===== src/rtl/adcreg_pkg.sv =====
package adcreg_pkg;
  localparam int unsigned NREG   = 6;
  localparam int unsigned SLOT_W = 3;
  localparam logic [7:0]  RESET_CMD = 8'hC0;

  typedef enum logic [1:0] {FR_RST, FR_WR, FR_RD} frame_e;
  typedef enum logic [1:0] {ST_IDLE, ST_GAP, ST_GO, ST_WAIT} state_e;

  // write slot k maps to register address k, skipping address 2
  function automatic logic [3:0] slot_addr(input logic [SLOT_W-1:0] idx);
    logic [3:0] a;
    a = {1'b0, idx};
    if (idx >= 3'd2) a = a + 4'd1;
    return a;
  endfunction

  function automatic logic [7:0] cmd_byte(input frame_e f, input logic [3:0] a);
    case (f)
      FR_WR:   return {3'b011, 1'b0, a};
      FR_RD:   return {3'b010, 1'b0, a};
      default: return RESET_CMD;
    endcase
  endfunction
endpackage


===== src/rtl/adcreg_bank.sv =====
module adcreg_bank
  import adcreg_pkg::*;
(
  input  logic                  clk,
  input  logic                  rst_n,
  input  logic                  load,
  input  logic [NREG*8-1:0]     vals_in,
  input  logic [SLOT_W-1:0]     sel,
  input  logic                  hold_we,
  output logic [7:0]            cur_val,
  output logic [7:0]            mux_hold,
  output logic [NREG*8-1:0]     vals_q
);
  always_ff @(posedge clk or negedge rst_n) begin
    if (!rst_n)    vals_q <= '0;
    else if (load) vals_q <= vals_in;
  end

  always_comb begin
    cur_val = '0;
    for (int i = 0; i < NREG; i++)
      if (sel == SLOT_W'(i)) cur_val = vals_q[i*8 +: 8];
  end

  always_ff @(posedge clk or negedge rst_n) begin
    if (!rst_n)       mux_hold <= '0;
    else if (hold_we) mux_hold <= cur_val;
  end
endmodule


===== src/rtl/adcreg_fsm.sv =====
module adcreg_fsm
  import adcreg_pkg::*;
#(
  parameter int MAX_TRIES = 4
)(
  input  logic              clk,
  input  logic              rst_n,
  input  logic              cfg_req,
  input  logic              spi_done,
  input  logic [7:0]        spi_rx_byte,
  input  logic [7:0]        cur_val,
  output logic [SLOT_W-1:0] ridx,
  output logic              busy,
  output logic              done,
  output logic              err,
  output logic              cs_n,
  output logic              spi_go,
  output logic [7:0]        spi_tx_byte,
  output logic              accept,
  output logic              frame_end,
  output logic              rb_fail,
  output logic              hold_we
);
  localparam int TRY_W = (MAX_TRIES > 1) ? $clog2(MAX_TRIES) : 1;

  state_e            st_q, st_d;
  frame_e            fr_q, fr_d;
  logic              bidx_q, bidx_d;
  logic [SLOT_W-1:0] ridx_q, ridx_d;
  logic [TRY_W-1:0]  try_q, try_d;
  logic              done_q, done_d, err_q, err_d;
  logic              last_byte, rb_match, exhausted, last_slot;

  assign last_byte = (fr_q == FR_RST) || bidx_q;
  assign accept    = (st_q == ST_IDLE) && cfg_req;
  assign frame_end = (st_q == ST_WAIT) && spi_done && last_byte;
  assign rb_match  = frame_end && (fr_q == FR_RD) && (spi_rx_byte == cur_val);
  assign rb_fail   = frame_end && (fr_q == FR_RD) && (spi_rx_byte != cur_val);
  assign exhausted = rb_fail && (try_q == TRY_W'(MAX_TRIES - 1));
  assign last_slot = (ridx_q == SLOT_W'(NREG - 1));
  assign hold_we   = rb_match && (slot_addr(ridx_q) == 4'd4);

  always_comb begin
    st_d = st_q; fr_d = fr_q; bidx_d = bidx_q; ridx_d = ridx_q;
    try_d = try_q; err_d = err_q; done_d = 1'b0;
    case (st_q)
      ST_IDLE: if (accept) begin
        st_d = ST_GAP; fr_d = FR_RST; ridx_d = '0; try_d = '0; err_d = 1'b0;
      end
      ST_GAP: begin st_d = ST_GO; bidx_d = 1'b0; end
      ST_GO:  st_d = ST_WAIT;
      ST_WAIT: if (spi_done) begin
        if (!last_byte) begin
          bidx_d = 1'b1; st_d = ST_GO;
        end else begin
          st_d = ST_GAP;
          case (fr_q)
            FR_RST: fr_d = FR_WR;
            FR_WR:  fr_d = FR_RD;
            default: begin
              fr_d = FR_WR;
              if (rb_match) begin
                if (last_slot) begin st_d = ST_IDLE; done_d = 1'b1; end
                else begin ridx_d = ridx_q + 1'b1; try_d = '0; end
              end else if (exhausted) begin
                st_d = ST_IDLE; done_d = 1'b1; err_d = 1'b1;
              end else begin
                try_d = try_q + 1'b1;
              end
            end
          endcase
        end
      end
      default: st_d = ST_IDLE;
    endcase
  end

  always_ff @(posedge clk or negedge rst_n) begin
    if (!rst_n) begin
      st_q <= ST_IDLE; fr_q <= FR_RST; bidx_q <= 1'b0; ridx_q <= '0;
      try_q <= '0; done_q <= 1'b0; err_q <= 1'b0;
    end else begin
      st_q <= st_d; fr_q <= fr_d; bidx_q <= bidx_d; ridx_q <= ridx_d;
      try_q <= try_d; done_q <= done_d; err_q <= err_d;
    end
  end

  assign ridx   = ridx_q;
  assign busy   = (st_q != ST_IDLE);
  assign done   = done_q;
  assign err    = err_q;
  assign spi_go = (st_q == ST_GO);
  assign cs_n   = !((st_q == ST_GO) || (st_q == ST_WAIT));
  assign spi_tx_byte = !bidx_q ? cmd_byte(fr_q, slot_addr(ridx_q))
                     : ((fr_q == FR_WR) ? cur_val : 8'h00);
endmodule


===== src/rtl/adcreg_ctrl.sv =====
module adcreg_ctrl
  import adcreg_pkg::*;
#(
  parameter int MAX_TRIES = 4
)(
  input  logic               clk,
  input  logic               rst_n,
  input  logic               cfg_req,
  input  logic [NREG*8-1:0]  cfg_vals,
  input  logic               conv_run,
  output logic               adc_cs_n,
  output logic               adc_start,
  output logic               spi_go,
  output logic [7:0]         spi_tx_byte,
  input  logic               spi_done,
  input  logic [7:0]         spi_rx_byte,
  output logic               busy,
  output logic               done,
  output logic               err,
  output logic [7:0]         mux_hold
);
  logic [SLOT_W-1:0] ridx;
  logic [7:0]        cur_val;
  logic [NREG*8-1:0] vals_q;
  logic              accept, frame_end, rb_fail, hold_we;

  adcreg_fsm #(.MAX_TRIES(MAX_TRIES)) u_fsm (
    .clk(clk), .rst_n(rst_n), .cfg_req(cfg_req), .spi_done(spi_done),
    .spi_rx_byte(spi_rx_byte), .cur_val(cur_val), .ridx(ridx), .busy(busy),
    .done(done), .err(err), .cs_n(adc_cs_n), .spi_go(spi_go),
    .spi_tx_byte(spi_tx_byte), .accept(accept), .frame_end(frame_end),
    .rb_fail(rb_fail), .hold_we(hold_we)
  );

  adcreg_bank u_bank (
    .clk(clk), .rst_n(rst_n), .load(accept), .vals_in(cfg_vals), .sel(ridx),
    .hold_we(hold_we), .cur_val(cur_val), .mux_hold(mux_hold), .vals_q(vals_q)
  );

  assign adc_start = conv_run & ~busy;
endmodule


===== config.mk =====
export PLATFORM = sky130hd
export DESIGN_NAME = adcreg_ctrl
export DESIGN_NICKNAME = d
export VERILOG_FILES = /design/src/rtl/adcreg_pkg.sv /design/src/rtl/adcreg_bank.sv /design/src/rtl/adcreg_fsm.sv /design/src/rtl/adcreg_ctrl.sv
export SDC_FILE = /design/constraint.sdc
export NUM_CORES = 1
export LEC_CHECK = 0
export BUFFER_PORTS_ARGS = -buffer_cell sky130_fd_sc_hd__buf_2
export CORE_MARGIN = 1
export CORE_UTILIZATION = 35
export DETAILED_ROUTE_END_ITERATION = 7
export SLEW_MARGIN = 20
export SYNTH_ARGS = -nofsm -noshare
export SYNTH_HDL_FRONTEND = slang
export SYNTH_SLANG_ARGS = --single-unit

===== constraint.sdc =====
create_clock -name clk -period 2.95 [get_ports clk]
set_input_delay 0.295 -clock clk [delete_from_list [all_inputs] [get_ports clk]]
set_output_delay 0.295 -clock clk [all_outputs]
set_load 0.05 [all_outputs]

==> impl_metrics.tcl, run 1 <==
set metrics [dict create \
    outcome "finished, final reports clean" \
    worstMarginPinSlew_ns 0.818 \
    synth_edf_count 0 \
    p_int_mw 2.79 \
    clk_pin_slew_ns 0.08 \
    p_comb_share_pct 53.7 \
    grt_overflow_total 0 \
    dieArea_sq_mm 0.0110 \
    post_cts.repair.setup_buffers 0 \
    portBuffers 82 \
    worst-path-max-fanout 13 \
    antenna_found_initial 0 \
    dp_hpwl_microns 7700 \
    core_sq_mm 0.0103 \
    cts_hold_buf 0 \
    maxCapViolations 0 \
    grt_max_degree 37 \
    cp-start-kind "flip-flop" \
    holdWs_ns 0.0420 \
    grt_pass1_wl_microns 16600 \
    yosysMostFrequentCell "nand2_1" \
    place_ws_ns -0.268 \
    synth_nets 501 \
    chipHeight_microns 105 \
    synth-seq-cells 68 \
    antenna_cells 0 \
    cp_num_buf_inv 2 \
    rsz0062_at_grt "yes" \
    synthTopCellsByCount "146 x nand2_1, 68 x dfrtp_1, 21 x inv_1, 15 x nor2_1, 14 x o21ai_0" \
    first_iter_violations 122 \
    cp.arrival_ns 3.09 \
    ios 83 \
    p_clk_share_pct 13.9 \
    clk_latency_ns 0.34 \
    synthCells 431 \
    layout-drive-gt1-share_pct 30.6 \
    skew_ns 0.0110 \
    setup_slack_ns 0.0738 \
    grt_pass1_vias 3455 \
    crit_path_top_delay_cell "or4_4" \
    fmax_mhz 348 \
    ys.flop_type "dfrtp_1" \
    final_util_pct 46.3 \
    grt_usage_pct 19.2 \
    switching_share_pct 44.0 \
    crit_type "flip-flop to flip-flop" \
    power_density_mw_per_mm2 1040 \
    initial_core_util_pct 35.9 \
    seqPwrFrac_pct 32.4 \
    avgViaCountPerCell 5.07 \
    vias 3420 \
    fin_cells 675 \
    relSlewSlack_pct 45.5 \
    dp.cells 660 \
    timing.final.crit_share_pct 97.5 \
    finalHoldViolations 0 \
    switchingPower_mw 2.19 \
    synth_top_family_by_area "simple AND/OR/NAND/NOR gates" \
    yosys.area_share.simple_pct 27.2 \
    htree_levels 3 \
    yosysTopAreaCell "dfrtp_1" \
    clockBufferDepth 2 \
    cp_top_family "compound AO/OA/AOI/OAI gates" \
    synth_fa_ha_area_share_pct 3.03 \
    synthXorXnorAreaFrac_pct 0.236 \
    finalMaxSlewViolations 0 \
    drtPass1Iterations 4 \
    yosysSeqAreaShare_pct 45.9 \
    numCtsBuffers 9 \
    fin_tns_setup_ns 0 \
    gp_congestion 0.835 \
    synth_top_area_share_pct 45.9 \
    area_delta_synth_final_pct 28.9 \
    drc_errors 0 \
    rows 37 \
    fill_cells 1053 \
    design_area_sq_mm 0.00478 \
    power.total_mw 4.98 \
    cellLeakagePower_nw 2.46 \
    max-vdd-ir-drop_uv 485 \
    synthArstFlopShare_pct 100 \
    avgRoutedWirePerCell_microns 14.9 \
    layout.nets 605 \
    dpl_cell_area_sq_mm 0.00447 \
    die_w_microns 105 \
    min_period_ns 2.88 \
    cts_root_buf "clkbuf_8" \
    wl_microns 10100 \
    hp-class "input pin to asynchronous set/reset pin" \
    synth_compound_area_share_pct 14.6 \
    end_kind "flip-flop" \
    syn_area_sq_mm 0.00371 \
    cts.sinks 68 \
    synth_cell_types 59 \
    setup_viol 0 \
    crit_chain "inv_1, ha_4, nor3b_1, o31ai_2, o311ai_0, o2bb2ai_2, or4_4, buf_4, a21oi_1, a221oi_2" \
    muxShareOfSynthArea_pct 3.84 \
    cts_tree "built" \
    yosys-top-cells-area "dfrtp_1 46%, nand2_1 15%, ha_1 3.0%, mux2i_1 2.4%, inv_1 2.1%" \
    required_ns 3.17 \
    ant_nets 0 \
    crit_path_max_incr_delay_ns 0.55 \
    yosysWarnings 0 \
    syn_area_per_cell_sq_um 8.61 \
]
## power by group through the flow
stage | clock [mW] | sequential (mW) | combinational (mW)
after global placement | 0 | 1.62 | 2.41
final | 0.691 | 1.61 | 2.68
after global routing | 0.760 | 1.67 | 2.95
after CTS | 0.706 | 1.61 | 2.58
after detailed placement | 0 | 1.63 | 2.47
after floorplan | 0 | 1.52 | 1.67
## layer usage
metal / vias to the layer above / global-route usage, % / part of all wire, %
met4: 0 / 6.54 / 2.0
li1: 1678 / - / -
met3: 21 / 3.74 / 4.0
met1: 1625 / 25.2 / 47
met5: - / 0 / 0
met2: 96 / 31.4 / 47
## sequential cells by signal, summed over array words and instances, names as in the netlist
name,cells
u_fsm.fr_q,2
u_bank.vals_q,48
u_fsm.done,1
u_fsm.st_q,2
u_bank.mux_hold,8
u_fsm.err,1
u_fsm.bidx_q,1
u_fsm.ridx,3
u_fsm.try_q,2
## final timing paths
path	start	to	slack, ns	depth (start not counted)
max	u_fsm.ridx[0]$_DFFE_PN0P_	u_fsm.try_q[0]$_DFFE_PN0P_	0.07	10
min	rst_n	u_fsm.bidx_q$_DFFE_PN0P_	0.04	1
max reg2reg	u_fsm.ridx[0]$_DFFE_PN0P_	u_fsm.try_q[0]$_DFFE_PN0P_	0.07	10
min reg2reg	u_bank.vals_q[34]$_DFFE_PN0P_	u_bank.vals_q[34]$_DFFE_PN0P_	0.47	2
max in group asynchronous	rst_n	u_bank.vals_q[14]$_DFFE_PN0P_	2.23	2
min in group clk	cfg_vals[35]	u_bank.vals_q[35]$_DFFE_PN0P_	0.14	3
## worst register-to-register path, stage by stage, from the launching register on
cell	delay [ns]
dfrtp_1	0.41
inv_1	0.19
ha_4	0.26
nor3b_1	0.27
o31ai_2	0.13
o311ai_0	0.43
o2bb2ai_2	0.14
or4_4	0.55
buf_4	0.15
a21oi_1	0.17
a221oi_2	0.05
## cells in the final DEF (no fill, tap or decap), types with 9 or more instances in the layout
cell type and count:
nor2_1 15, buf_2 82, nand2_1 145, dfrtp_1 68
nand3b_1 9, inv_1 20, o21ai_0 13, clkbuf_8 11
a21oi_1 10, buf_4 32
## cell families (layout without fill, tap and decap cells)
family	after synthesis	after routing
buffers and inverters	45	153
xor gates and xnor gates	1	1
AOI/OAI and AO/OA	74	74
DFF	68	68
adders and majority gates	9	9
and+or+nand+nor	221	221
muxes	13	13
## final cells by class
type                            instances  area, sq um  share of cell area (%)
Sequential cell                        68         1700                    35.6
Timing Repair Buffer                  117          702                    14.7
Clock inverter                          2         10.0                   0.209
Tap cell                              136          170                    3.56
Clock buffer                           13          159                    3.32
Inverter                               21         78.8                    1.65
Multi-Input combinational cell        318         1960                    41.0
## what timing repair did
action / CTS / global route
pin swaps: 1 / 6
hold endpoints to repair: 0 / 0
endpoints found under the setup margin: 18 / 17
resized for setup: 13 / 17
cloned: 0 / 0
Power figures use the tool's default switching activity.
==> run 2: changes to the inputs <==
--- a/config.mk
+++ b/config.mk
@@ -7,8 +7,9 @@
 export LEC_CHECK = 0
 export BUFFER_PORTS_ARGS = -buffer_cell sky130_fd_sc_hd__buf_2
 export CORE_MARGIN = 1
-export CORE_UTILIZATION = 35
+export CORE_UTILIZATION = 49
 export DETAILED_ROUTE_END_ITERATION = 7
+export PLACE_DENSITY = 0.76
 export SLEW_MARGIN = 20
 export SYNTH_ARGS = -nofsm -noshare
 export SYNTH_HDL_FRONTEND = slang
==> impl_metrics.tcl, run 2 (same netlist as run 1, synthesis figures left out) <==
set metrics [dict create \
    dieArea_sq_mm 0.00793 \
    top_register "u_bank.vals_q" \
    layout-drive-gt1-share_pct 31.4 \
    drtPass1Iterations 4 \
    min_period_ns 2.90 \
    crit_type "flip-flop to flip-flop" \
    core_sq_mm 0.00729 \
    skew_ns 0.0107 \
    clockBufferDepth 2 \
    clk_latency_ns 0.34 \
    design_area_sq_mm 0.00479 \
    cts_hold_buf 0 \
    chipHeight_microns 89.0 \
    grt_usage_pct 24.8 \
    final_cell_mix "146 x nand2_1, 81 x buf_2, 66 x dfrtp_1" \
    grt_max_degree 69 \
    setup_slack_ns 0.0499 \
    relSlewSlack_pct 42.4 \
    grt_pass1_wl_microns 14800 \
    clk_pin_slew_ns 0.07 \
    ios 83 \
    finalMaxSlewViolations 0 \
    setup_viol 0 \
    required_ns 3.18 \
    end_kind "flip-flop" \
    power.total_mw 5.04 \
    crit_chain "buf_4, ha_4, buf_4, nor2b_1, a211oi_1, buf_4, o2111a_1, o32ai_4, nor4_4, buf_4, a31oi_4, mux2_2" \
    largest_register_ffs 48 \
    grt_pass1_vias 3119 \
    htree_levels 3 \
    antenna_cells 0 \
    final_util_pct 65.6 \
    die_w_microns 89.0 \
    power_density_mw_per_mm2 1050 \
    grt_overflow_total 0 \
    area_delta_synth_final_pct 29.0 \
    numCtsBuffers 9 \
    cp.arrival_ns 3.13 \
    fill_cells 641 \
    outcome "finished, final reports clean" \
    ant_nets 0 \
    dp.cells 620 \
    holdWs_ns 0.130 \
    finalHoldViolations 0 \
    fin_cells 638 \
    place_ws_ns -0.186 \
    crit_path_top_delay_cell "dfrtp_2" \
    dp_hpwl_microns 6720 \
    initial_core_util_pct 50.9 \
    cp-start-kind "flip-flop" \
    cpMostUsedCell "buf_4" \
    vias 3403 \
    cts_tree "built" \
    avgRoutedWirePerCell_microns 14.9 \
    dpl_cell_area_sq_mm 0.00438 \
    fin_tns_setup_ns 0 \
    antenna_found_initial 0 \
    rsz0062_at_grt "yes" \
    cts.sinks 68 \
    worst-path-max-fanout 10 \
    worstMarginPinSlew_ns 0.865 \
    drc_errors 0 \
    portBuffers 82 \
    gp_congestion 0.881 \
    fmax_mhz 345 \
    avgViaCountPerCell 5.33 \
    timing.final.crit_share_pct 98.3 \
    hp-class "input pin to asynchronous set/reset pin" \
    layout.nets 604 \
    crit_path_max_incr_delay_ns 0.46 \
    first_iter_violations 281 \
    rows 31 \
    wl_microns 9540 \
    cts_root_buf "clkbuf_8" \
    final_common_cell "nand2_1" \
    cellLeakagePower_nw 2.46 \
    max-vdd-ir-drop_uv 442 \
    maxCapViolations 0 \
]
-- run 2: cell count changes in the layout (fill, tap and decap cells not counted), moves of 2 or more --
| cell | before | now |
|---|---|---|
| buf_12 | 2 | 0 |
| buf_6 | 1 | 3 |
| dfrtp_1 | 68 | 66 |
| dfrtp_2 | 0 | 2 |
| inv_4 | 0 | 2 |
-- run 2: final cells by class --
type,count,area (sq um),area share (%)
multi-input cells,318,2010,42.1
flip-flops and latches,68,1700,35.6
repair buffers,116,679,14.2
inverters,21,83.8,1.75
well taps,99,124,2.59
clock inverters,1,5.00,0.105
clock buffers,15,176,3.69
-- run 2: worst max-delay path, delay by kind of cell (launching register included) --
kind | cells | cell delay (ns)
AOI/OAI and AO/OA | 4 | 0.64
adders and majority gates | 1 | 0.19
buffers and inverters | 4 | 0.72
DFF | 1 | 0.46
muxes | 1 | 0.30
and+or+nand+nor | 2 | 0.47
-- run 2: layer usage --
layer	up-vias	track usage, %	routed length, microns
met1	1593	34.1	4410
met2	115	40.1	4400
met5	-	0	0
li1	1675	-	-
met3	20	5.54	537
met4	0	6.35	187
-- run 2: timing repair --
item / in CTS / in global routing
pin swaps: 1 / 10
setup endpoints to repair: 17 / 16
gates resized for setup: 9 / 40
setup buffers: 0 / 3
-- run 2: worst paths after layout --
path / end / slack [ns] / from / cells after the start
worst max-delay path: u_fsm.ridx[2]$_DFFE_PN0P_ / 0.05 / u_fsm.ridx[1]$_DFFE_PN0P_ / 12
max in group asynchronous: u_fsm.ridx[1]$_DFFE_PN0P_ / 2.21 / rst_n / 2
min in group clk: u_bank.vals_q[40]$_DFFE_PN0P_ / 0.14 / cfg_vals[40] / 3
worst max register to register: u_fsm.ridx[2]$_DFFE_PN0P_ / 0.05 / u_fsm.ridx[1]$_DFFE_PN0P_ / 12
worst min register to register: u_bank.vals_q[26]$_DFFE_PN0P_ / 0.47 / u_bank.vals_q[26]$_DFFE_PN0P_ / 2
worst min-delay path: u_fsm.st_q[0]$_DFFE_PN0P_ / 0.13 / rst_n / 2
-- run 2: power by group --
group | leakage, nW | switching [mW] | internal [mW]
Sequential | 0.832 | 0.301 | 1.33
Combinational | 1.53 | 1.59 | 1.11
Clock | 0.0937 | 0.336 | 0.374
